`config.mk`:
```
export PLATFORM = sky130hd
export DESIGN_NAME = clkmul_ctrl
export DESIGN_NICKNAME = d
export VERILOG_FILES = /design/src/rtl/clkmul_pkg.sv /design/src/rtl/clkmul_startup.sv /design/src/rtl/clkmul_regs.sv /design/src/rtl/clkmul_selenc.sv /design/src/rtl/clkmul_ctrl.sv
export SDC_FILE = /design/constraint.sdc
export NUM_CORES = 1
export LEC_CHECK = 0
export BUFFER_PORTS_ARGS = -buffer_cell sky130_fd_sc_hd__clkbuf_2
export CAP_MARGIN = 20
export CORE_MARGIN = 8
export CORE_UTILIZATION = 53
export DETAILED_ROUTE_END_ITERATION = 16
export PLACE_DENSITY_LB_ADDON = 0.08
export SYNTH_ARGS = -nofsm -noshare
export SYNTH_HDL_FRONTEND = slang
export SYNTH_HIERARCHICAL = 1
export SYNTH_SLANG_ARGS = --single-unit
```
`constraint.sdc`:
```
create_clock -name clk -period 1.9 [get_ports clk]
set_input_delay 0.095 -clock clk [delete_from_list [all_inputs] [get_ports clk]]
set_output_delay 0.095 -clock clk [all_outputs]
set_load 0.02 [all_outputs]
```
`src/rtl/clkmul_pkg.sv`:
```
package clkmul_pkg;
  typedef enum logic [1:0] {
    DIV_MULT  = 2'b00,
    DIV_BY4   = 2'b01,
    DIV_BY1   = 2'b10,
    DIV_BY1K  = 2'b11
  } div_code_e;

  localparam logic [2:0] SEL_DIV1  = 3'b000;
  localparam logic [2:0] SEL_DIV4  = 3'b001;
  localparam logic [2:0] SEL_DIV1K = 3'b010;
  localparam logic [2:0] SEL_MUL2  = 3'b110;
  localparam logic [2:0] SEL_MUL4  = 3'b111;
endpackage

```
`src/rtl/clkmul_startup.sv`:
```
module clkmul_startup #(
  parameter int unsigned STARTUP_CYCLES = 65536
) (
  input  logic clk,
  input  logic rst,
  input  logic start_i,
  input  logic abort_i,
  output logic ready_o
);
  localparam int unsigned CW = (STARTUP_CYCLES < 2) ? 1 : $clog2(STARTUP_CYCLES);
  localparam logic [CW-1:0] LAST = CW'(STARTUP_CYCLES - 1);

  logic [CW-1:0] cnt_q;
  logic          busy_q;

  always_ff @(posedge clk) begin
    if (rst || abort_i) begin
      cnt_q   <= '0;
      busy_q  <= 1'b0;
      ready_o <= 1'b0;
    end else if (start_i) begin
      cnt_q   <= '0;
      busy_q  <= 1'b1;
      ready_o <= 1'b0;
    end else if (busy_q) begin
      if (cnt_q == LAST) begin
        busy_q  <= 1'b0;
        ready_o <= 1'b1;
      end else begin
        cnt_q <= cnt_q + 1'b1;
      end
    end
  end
endmodule

```
`src/rtl/clkmul_regs.sv`:
```
module clkmul_regs
  import clkmul_pkg::*;
(
  input  logic      clk,
  input  logic      rst,
  input  logic      wr_i,
  input  logic      wr_mul_en_i,
  input  logic      wr_mul_4x_i,
  input  logic [1:0] wr_div_i,
  input  logic      ring_mode_i,
  input  logic      ready_i,
  output logic      mul_en_o,
  output logic      mul_4x_o,
  output div_code_e div_o,
  output logic      start_o,
  output logic      abort_o
);
  logic en_ok, sel_ok, div_ok;

  always_comb begin
    en_ok   = wr_i && (div_o == DIV_BY1) && !ring_mode_i;
    start_o = en_ok && wr_mul_en_i && !mul_en_o;
    abort_o = en_ok && !wr_mul_en_i && mul_en_o;
    sel_ok  = wr_i && !mul_en_o;
    div_ok  = wr_i && ((div_code_e'(wr_div_i) != DIV_MULT) ||
                       (mul_en_o && ready_i && !abort_o));
  end

  always_ff @(posedge clk) begin
    if (rst) begin
      mul_en_o <= 1'b0;
      mul_4x_o <= 1'b0;
      div_o    <= DIV_BY1;
    end else begin
      if (en_ok)  mul_en_o <= wr_mul_en_i;
      if (sel_ok) mul_4x_o <= wr_mul_4x_i;
      if (div_ok) div_o    <= div_code_e'(wr_div_i);
    end
  end
endmodule

```
`src/rtl/clkmul_selenc.sv`:
```
module clkmul_selenc
  import clkmul_pkg::*;
(
  input  logic      clk,
  input  logic      rst,
  input  div_code_e div_i,
  input  logic      mul_4x_i,
  output logic [2:0] clk_sel_o
);
  logic [2:0] sel_d;

  always_comb begin
    unique case (div_i)
      DIV_MULT: sel_d = mul_4x_i ? SEL_MUL4 : SEL_MUL2;
      DIV_BY4:  sel_d = SEL_DIV4;
      DIV_BY1K: sel_d = SEL_DIV1K;
      default:  sel_d = SEL_DIV1;
    endcase
  end

  always_ff @(posedge clk) begin
    if (rst) clk_sel_o <= SEL_DIV1;
    else     clk_sel_o <= sel_d;
  end
endmodule

```
`src/rtl/clkmul_ctrl.sv`:
```
module clkmul_ctrl
  import clkmul_pkg::*;
#(
  parameter int unsigned STARTUP_CYCLES = 65536
) (
  input  logic       clk,
  input  logic       rst,
  input  logic       wr_i,
  input  logic       wr_mul_en_i,
  input  logic       wr_mul_4x_i,
  input  logic [1:0] wr_div_i,
  input  logic       wr_ready_i,
  input  logic       ring_mode_i,
  output logic       mul_en_o,
  output logic       mul_4x_o,
  output logic [1:0] div_o,
  output logic       ready_o,
  output logic [2:0] clk_sel_o
);
  div_code_e div_q;
  logic      start, abort;
  logic      unused_ready_bit;

  // the ready bit of the write word is not wired to any state
  assign unused_ready_bit = wr_ready_i;

  clkmul_regs u_regs (
    .clk         (clk),
    .rst         (rst),
    .wr_i        (wr_i),
    .wr_mul_en_i (wr_mul_en_i),
    .wr_mul_4x_i (wr_mul_4x_i),
    .wr_div_i    (wr_div_i),
    .ring_mode_i (ring_mode_i),
    .ready_i     (ready_o),
    .mul_en_o    (mul_en_o),
    .mul_4x_o    (mul_4x_o),
    .div_o       (div_q),
    .start_o     (start),
    .abort_o     (abort)
  );

  clkmul_startup #(.STARTUP_CYCLES(STARTUP_CYCLES)) u_startup (
    .clk     (clk),
    .rst     (rst),
    .start_i (start),
    .abort_i (abort),
    .ready_o (ready_o)
  );

  clkmul_selenc u_selenc (
    .clk       (clk),
    .rst       (rst),
    .div_i     (div_q),
    .mul_4x_i  (mul_4x_o),
    .clk_sel_o (clk_sel_o)
  );

  assign div_o = div_q;
endmodule

```
# Word-level counts from Yosys, hierarchy flattened
# Index checks and enable logic that the tools add are counted.
[word_totals]
word_cells = 39
out_inout_bits = 8
register_bits = 25
input_bits = 9
[op_classes]
muxes = 5
addsub = 1
reduce_logical = 21
bitwise_logic = 1
eq_ne = 4
[op_table]
columns = ["cell", "count"]
rows = [
  ["adder 16 x 1 -> 16 bit, second input constant", 1],
  ["== test 16 bit, second input constant", 1],
  ["logical AND 1 bit", 10],
  ["one-hot mux 3 bit (3 select lines)", 1],
  ["== test 2 bit, second input constant", 2],
  ["zero test 1 bit", 4],
  ["2-to-1 mux 1 bit", 4],
  ["AND reduction 2 bit", 2],
  ["== test 2 x 1 -> 1 bit, second input constant", 1],
  ["zero test 2 bit", 1],
  ["logical OR 1 bit", 2],
  ["nonzero test 2 bit", 1],
  ["OR reduction 2 bit", 1],
  ["inverter 1 bit", 1],
]

# Logic depth before layout (Yosys ltp)
[logic_depth]
word_depth = 9
mapped_depth = 6
mapped_depth_nobuf = 5

# Modules after synthesis
# Netlist, hierarchy kept.
[by_module_without_submodules]
columns = ["module", "seq_area_each_um2", "instances", "area_per_inst_um2", "cells_each"]
rows = [
  ["clkmul_startup", 360.3, 1, 910.9, 103],
  ["clkmul_regs", 80.1, 1, 207.7, 19],
  ["clkmul_selenc", 60.1, 1, 146.4, 13],
]

# Least setup slack after synthesis
# OpenSTA, ideal clock, no wires.
[synth_timing]
path_type = "register to register"
start = "reg u_regs.div_o[0]"
end = "reg u_startup.cnt_q[6]"
setup_ns = 0.057
path_slack_ns = 0.168
path_stages_with_launch = 7
synth_period_minus_slack_ns = 1.732
arrival_ns = 1.675
t_required_ns = 1.843
n_path_buf = 1
path_cell_list = "dfxtp_1 -> nand4bb_2 -> nor3b_1 -> or3_2 -> buf_6 -> a21oi_1 -> o31a_2"
[synth_between]
elab_chain_len = 7
elab_cells_between_ends = 9
cone_classes = "eq/ne (1); reduce/logical (8)"
[synth_lines]
columns = ["item", "line_no", "rtl"]
rows = [
  ["from (decl)", "clkmul_regs.sv:14", "output div_code_e div_o,"],
  ["from (signal assigned)", "clkmul_regs.sv:37", "if (div_ok) div_o <= div_code_e'(wr_div_i);"],
  ["== test 2 bit", "clkmul_regs.sv:21", "en_ok = wr_i && (div_o == DIV_BY1) && !ring_mode_i;"],
  ["logical AND 1 bit (2 in a row)", "clkmul_regs.sv:21", ""],
  ["logical AND 1 bit (2 in a row)", "clkmul_regs.sv:23", "abort_o = en_ok && !wr_mul_en_i && mul_en_o;"],
  ["via abort", "clkmul_ctrl.sv:21", "logic start, abort;"],
  ["logical OR 1 bit", "clkmul_startup.sv:17", "if (rst || abort_i) begin"],
  ["OR reduction 2 bit (no source line)", "n/a", ""],
  ["to (signal assigned)", "clkmul_startup.sv:30", "cnt_q <= cnt_q + 1'b1;"],
  ["to (decl)", "clkmul_startup.sv:13", "logic [CW-1:0] cnt_q;"],
]
# The timed path passes the listed nets, and every way through them passes these cells.
# A chain may end at the register's enable or synchronous reset.

# Worst setup path after layout
[layout_timing]
start = "reg u_startup.cnt_q[12]"
end = "reg u_startup.cnt_q[5]"
[layout_between]
elab_chain_len = 3
[layout_lines]
columns = ["item", "line_no", "rtl"]
rows = [
  ["== test 16 bit", "clkmul_startup.sv:26", "if (cnt_q == LAST) begin"],
  ["inverter 1 bit (no source line)", "n/a", ""],
  ["AND reduction 2 bit (no source line)", "n/a", ""],
]
# No other way between the ends.

==> impl_metrics.toml <==
[status]
status = "complete, no violations"

[yosys]
synth_cell_types = 44
synth_cells = 135
syn_nets = 149
synthMostInstantiatedCell = "dfxtp_1"
synth_edf_count = 0
synth_area_mm2 = 0.00126
synth-warning-count = 6
syn_avg_cell_area_um2 = 9.37
netlist_top_cells_area = "dfxtp_1 40%, ha_1 4.9%, a21oi_1 3.6%"
ys.flop_type = "dfxtp_1"
synth_top_area_share_pct = 39.6
ys_ff_latch = 25
yosysSeqAreaShare_pct = 39.6
synthTopCellsByCount = "25 x dfxtp_1, 12 x nor2_1, 9 x a21oi_1"
ys_async_sr_fraction_pct = 0
yosys.area.top_type = "dfxtp_1"

[run]
cap_violations = 0

[sta]
tightest_slew_ns = 0.532
setup_tns_ns = 0
finClkSkew_ns = 0.00229
fin_crit_sh_pct = 92.4
finalWorstSetupSlack_ns = 0.145
maxSlewViolCount = 0
holdWs_ns = 0.0144
final_hold_viol_count = 0
max_freq_mhz = 570
fin_crit_ns = 1.76
rsz0062_at_grt = "false"
setup_violations = 0
max_slew_margin_pct = 64.3

[critical_path]
rrSetupSlack_ns = 0.14
cp-endpoint = "u_startup/cnt_q[5]"
worstPathMaxFanout = 8
cp_top_family = "simple AND/OR/NAND/NOR gates"
critPathBufInv = 0
critPathMaxStageDelay_ns = 0.58
rr_worst_depth = 4
critPathArrivalTime_ns = 2.01
startpoint_type = "flip-flop"
reg2reg_to = "u_startup/cnt_q[5]"
path_cells = "nand4_1 -> nor4_2 -> o21ai_0 -> a21oi_1"
critical_path_class = "reg2reg"
cp_num_cells = 4
cpMaxStageDelayCell = "nor4_2"
cp.required_ns = 2.16
r2r-start = "u_startup/cnt_q[12]"
end_kind = "flip-flop"
critPathLaunch = "u_startup/cnt_q[12]"

[floorplan]
die_x_um = 64.9
core-area_mm2 = 0.00223
std_cell_rows = 17
die_h_um = 64.9
die-area_mm2 = 0.00421
pin_count = 17
initial_core_util_pct = 56.6

[global_routing]
grt_first_pass_wirelength_um = 4520
grt_max_degree = 15
groute.usage.overall_pct = 12.8
grt_remaining_overflow = 0
antenna_found_initial = 0
grt_pass1_vias = 1052

[detailed_routing]
avgViaCountPerCell = 6.26
drt_iter0_drc = 67
drtAntennaViolNets = 0
drc = 0
first_pass_iters = 4
totalWireLength_um = 2660
vias = 1158
wl_per_cell_um = 14.4

[clocking]
cts_hold_buf = 0
htree_levels = 1
cts_tree = "yes"
ctsRootBufferMaster = "clkbuf_4"
clk_path_buf_depth = 2
cts.sinks = 25
cts_made_buffers = 3
clk_latency_ns = 0.31
cts.clk_slew.worst_paths_ns = 0.13

[power_and_ir_drop]
total_power_mw = 0.864
irDropWorstVdd_mv = 0.817
powerDensity_mw_per_mm2 = 604
leakagePower_nw = 0.525

[placed_design]
io_buffers = 15
post-place-ws_ns = 0.0478
hpwl_um = 2010
routabilityCongestion = 0.753

[finish]
post-route-util_pct = 64.0
ff_latch_area_um2 = 500
multiInputGateArea_um2 = 731
insertedDiodeCount = 0
fill_cells = 205
nets = 172
area_growth_pct = 13.0
drive_gt1_share_pct = 24.2

[hold_path]
holdCritPathClass = "in2reg"
[flip-flops by register name, indices dropped and copies added, names as in the netlist]
| signal | cells |
|---|---|
| u_startup/busy_q | 1 |
| u_regs/div_o | 2 |
| u_selenc/clk_sel_o | 3 |
| u_regs/mul_en_o | 1 |
| u_regs/mul_4x_o | 1 |
| u_startup/ready_o | 1 |
| u_startup/cnt_q | 16 |
[metrics by stage]
step | cell area, um^2 | std cells
6_report | 1430 | 185
4_1_cts | 1420 | 185
3_3_place_gp | 1400 | 181
3_5_place_dp | 1400 | 181
2_1_floorplan | 1260 | 135
5_1_grt | 1430 | 185
[layout make-up]
type,count,area share [%]
Clock buffer,3,1.58
Clock inverter,1,0.350
Inverter,6,1.58
Multi-Input combinational cell,102,51.1
Sequential cell,25,35.0
Tap cell,28,2.45
Timing Repair Buffer,20,7.88
[how the worst min path moves through the flow]
stage / endpoint / from / slack (ns) / cells past startpoint
after floorplan: u_selenc/clk_sel_o[1] / rst / 0.16 / 1
after global placement: u_regs/mul_4x_o / wr_mul_4x_i / 0.33 / 3
after detailed placement: u_regs/mul_4x_o / wr_mul_4x_i / 0.35 / 3
after CTS: u_regs/mul_4x_o / wr_mul_4x_i / 0.006 / 3
after global routing: u_regs/div_o[1] / wr_div_i[1] / 0.02 / 2
final: u_regs/mul_4x_o / wr_mul_4x_i / 0.01 / 3
[logic make-up after synthesis]
logic type	Yosys count	share of synthesized area, %
simple gates	59	29.0
xor+xnor	1	0.693
flops	25	39.6
mux	3	2.37
fa+ha+maj	5	4.95
compound gates	34	20.4
buf+inv	8	3.07
[power by group]
group | leakage (nW) | switching, mW | internal, mW | total (mW)
Combinational | 0.305 | 0.0533 | 0.0360 | 0.0893
Sequential | 0.202 | 0.00810 | 0.535 | 0.543
Clock | 0.0177 | 0.153 | 0.0788 | 0.231
[what timing repair did]
item	in CTS	in global routing
buffers inserted	0	0
setup endpoints to repair	0	4
resized for setup	0	1
[routing by layer]
| layer | up-vias | wire [um] | track usage (%) |
|---|---|---|---|
| met1 | 566 | 1220 | 15.4 |
| met4 | 0 | 16 | 2.72 |
| met5 | - | 0 | 0 |
| li1 | 564 | - | - |
| met3 | 2 | 119 | 4.47 |
| met2 | 26 | 1300 | 21.5 |
[layout by cell type, fill, tap and decap left out, types with 5 or more instances in the layout]
| master | netlist | final |
|---|---|---|
| inv_1 | 6 | 6 |
| clkbuf_2 | 0 | 15 |
| nand2_1 | 8 | 8 |
| buf_4 | 0 | 5 |
| o21ai_0 | 7 | 7 |
| a21oi_1 | 9 | 9 |
| nand3_1 | 6 | 6 |
| dfxtp_1 | 25 | 25 |
| ha_1 | 5 | 5 |
| nand4_1 | 6 | 6 |
| nor2_1 | 12 | 12 |
[worst reg2reg max path: cells and delay by family (launching register included)]
| kind | cells | cell delay [ns] |
|---|---|---|
| AND/OR/NAND/NOR | 2 | 0.95 |
| flip-flops | 1 | 0.43 |
| AO/OA/AOI/OAI | 2 | 0.33 |
Power figures use the tool's default switching activity.
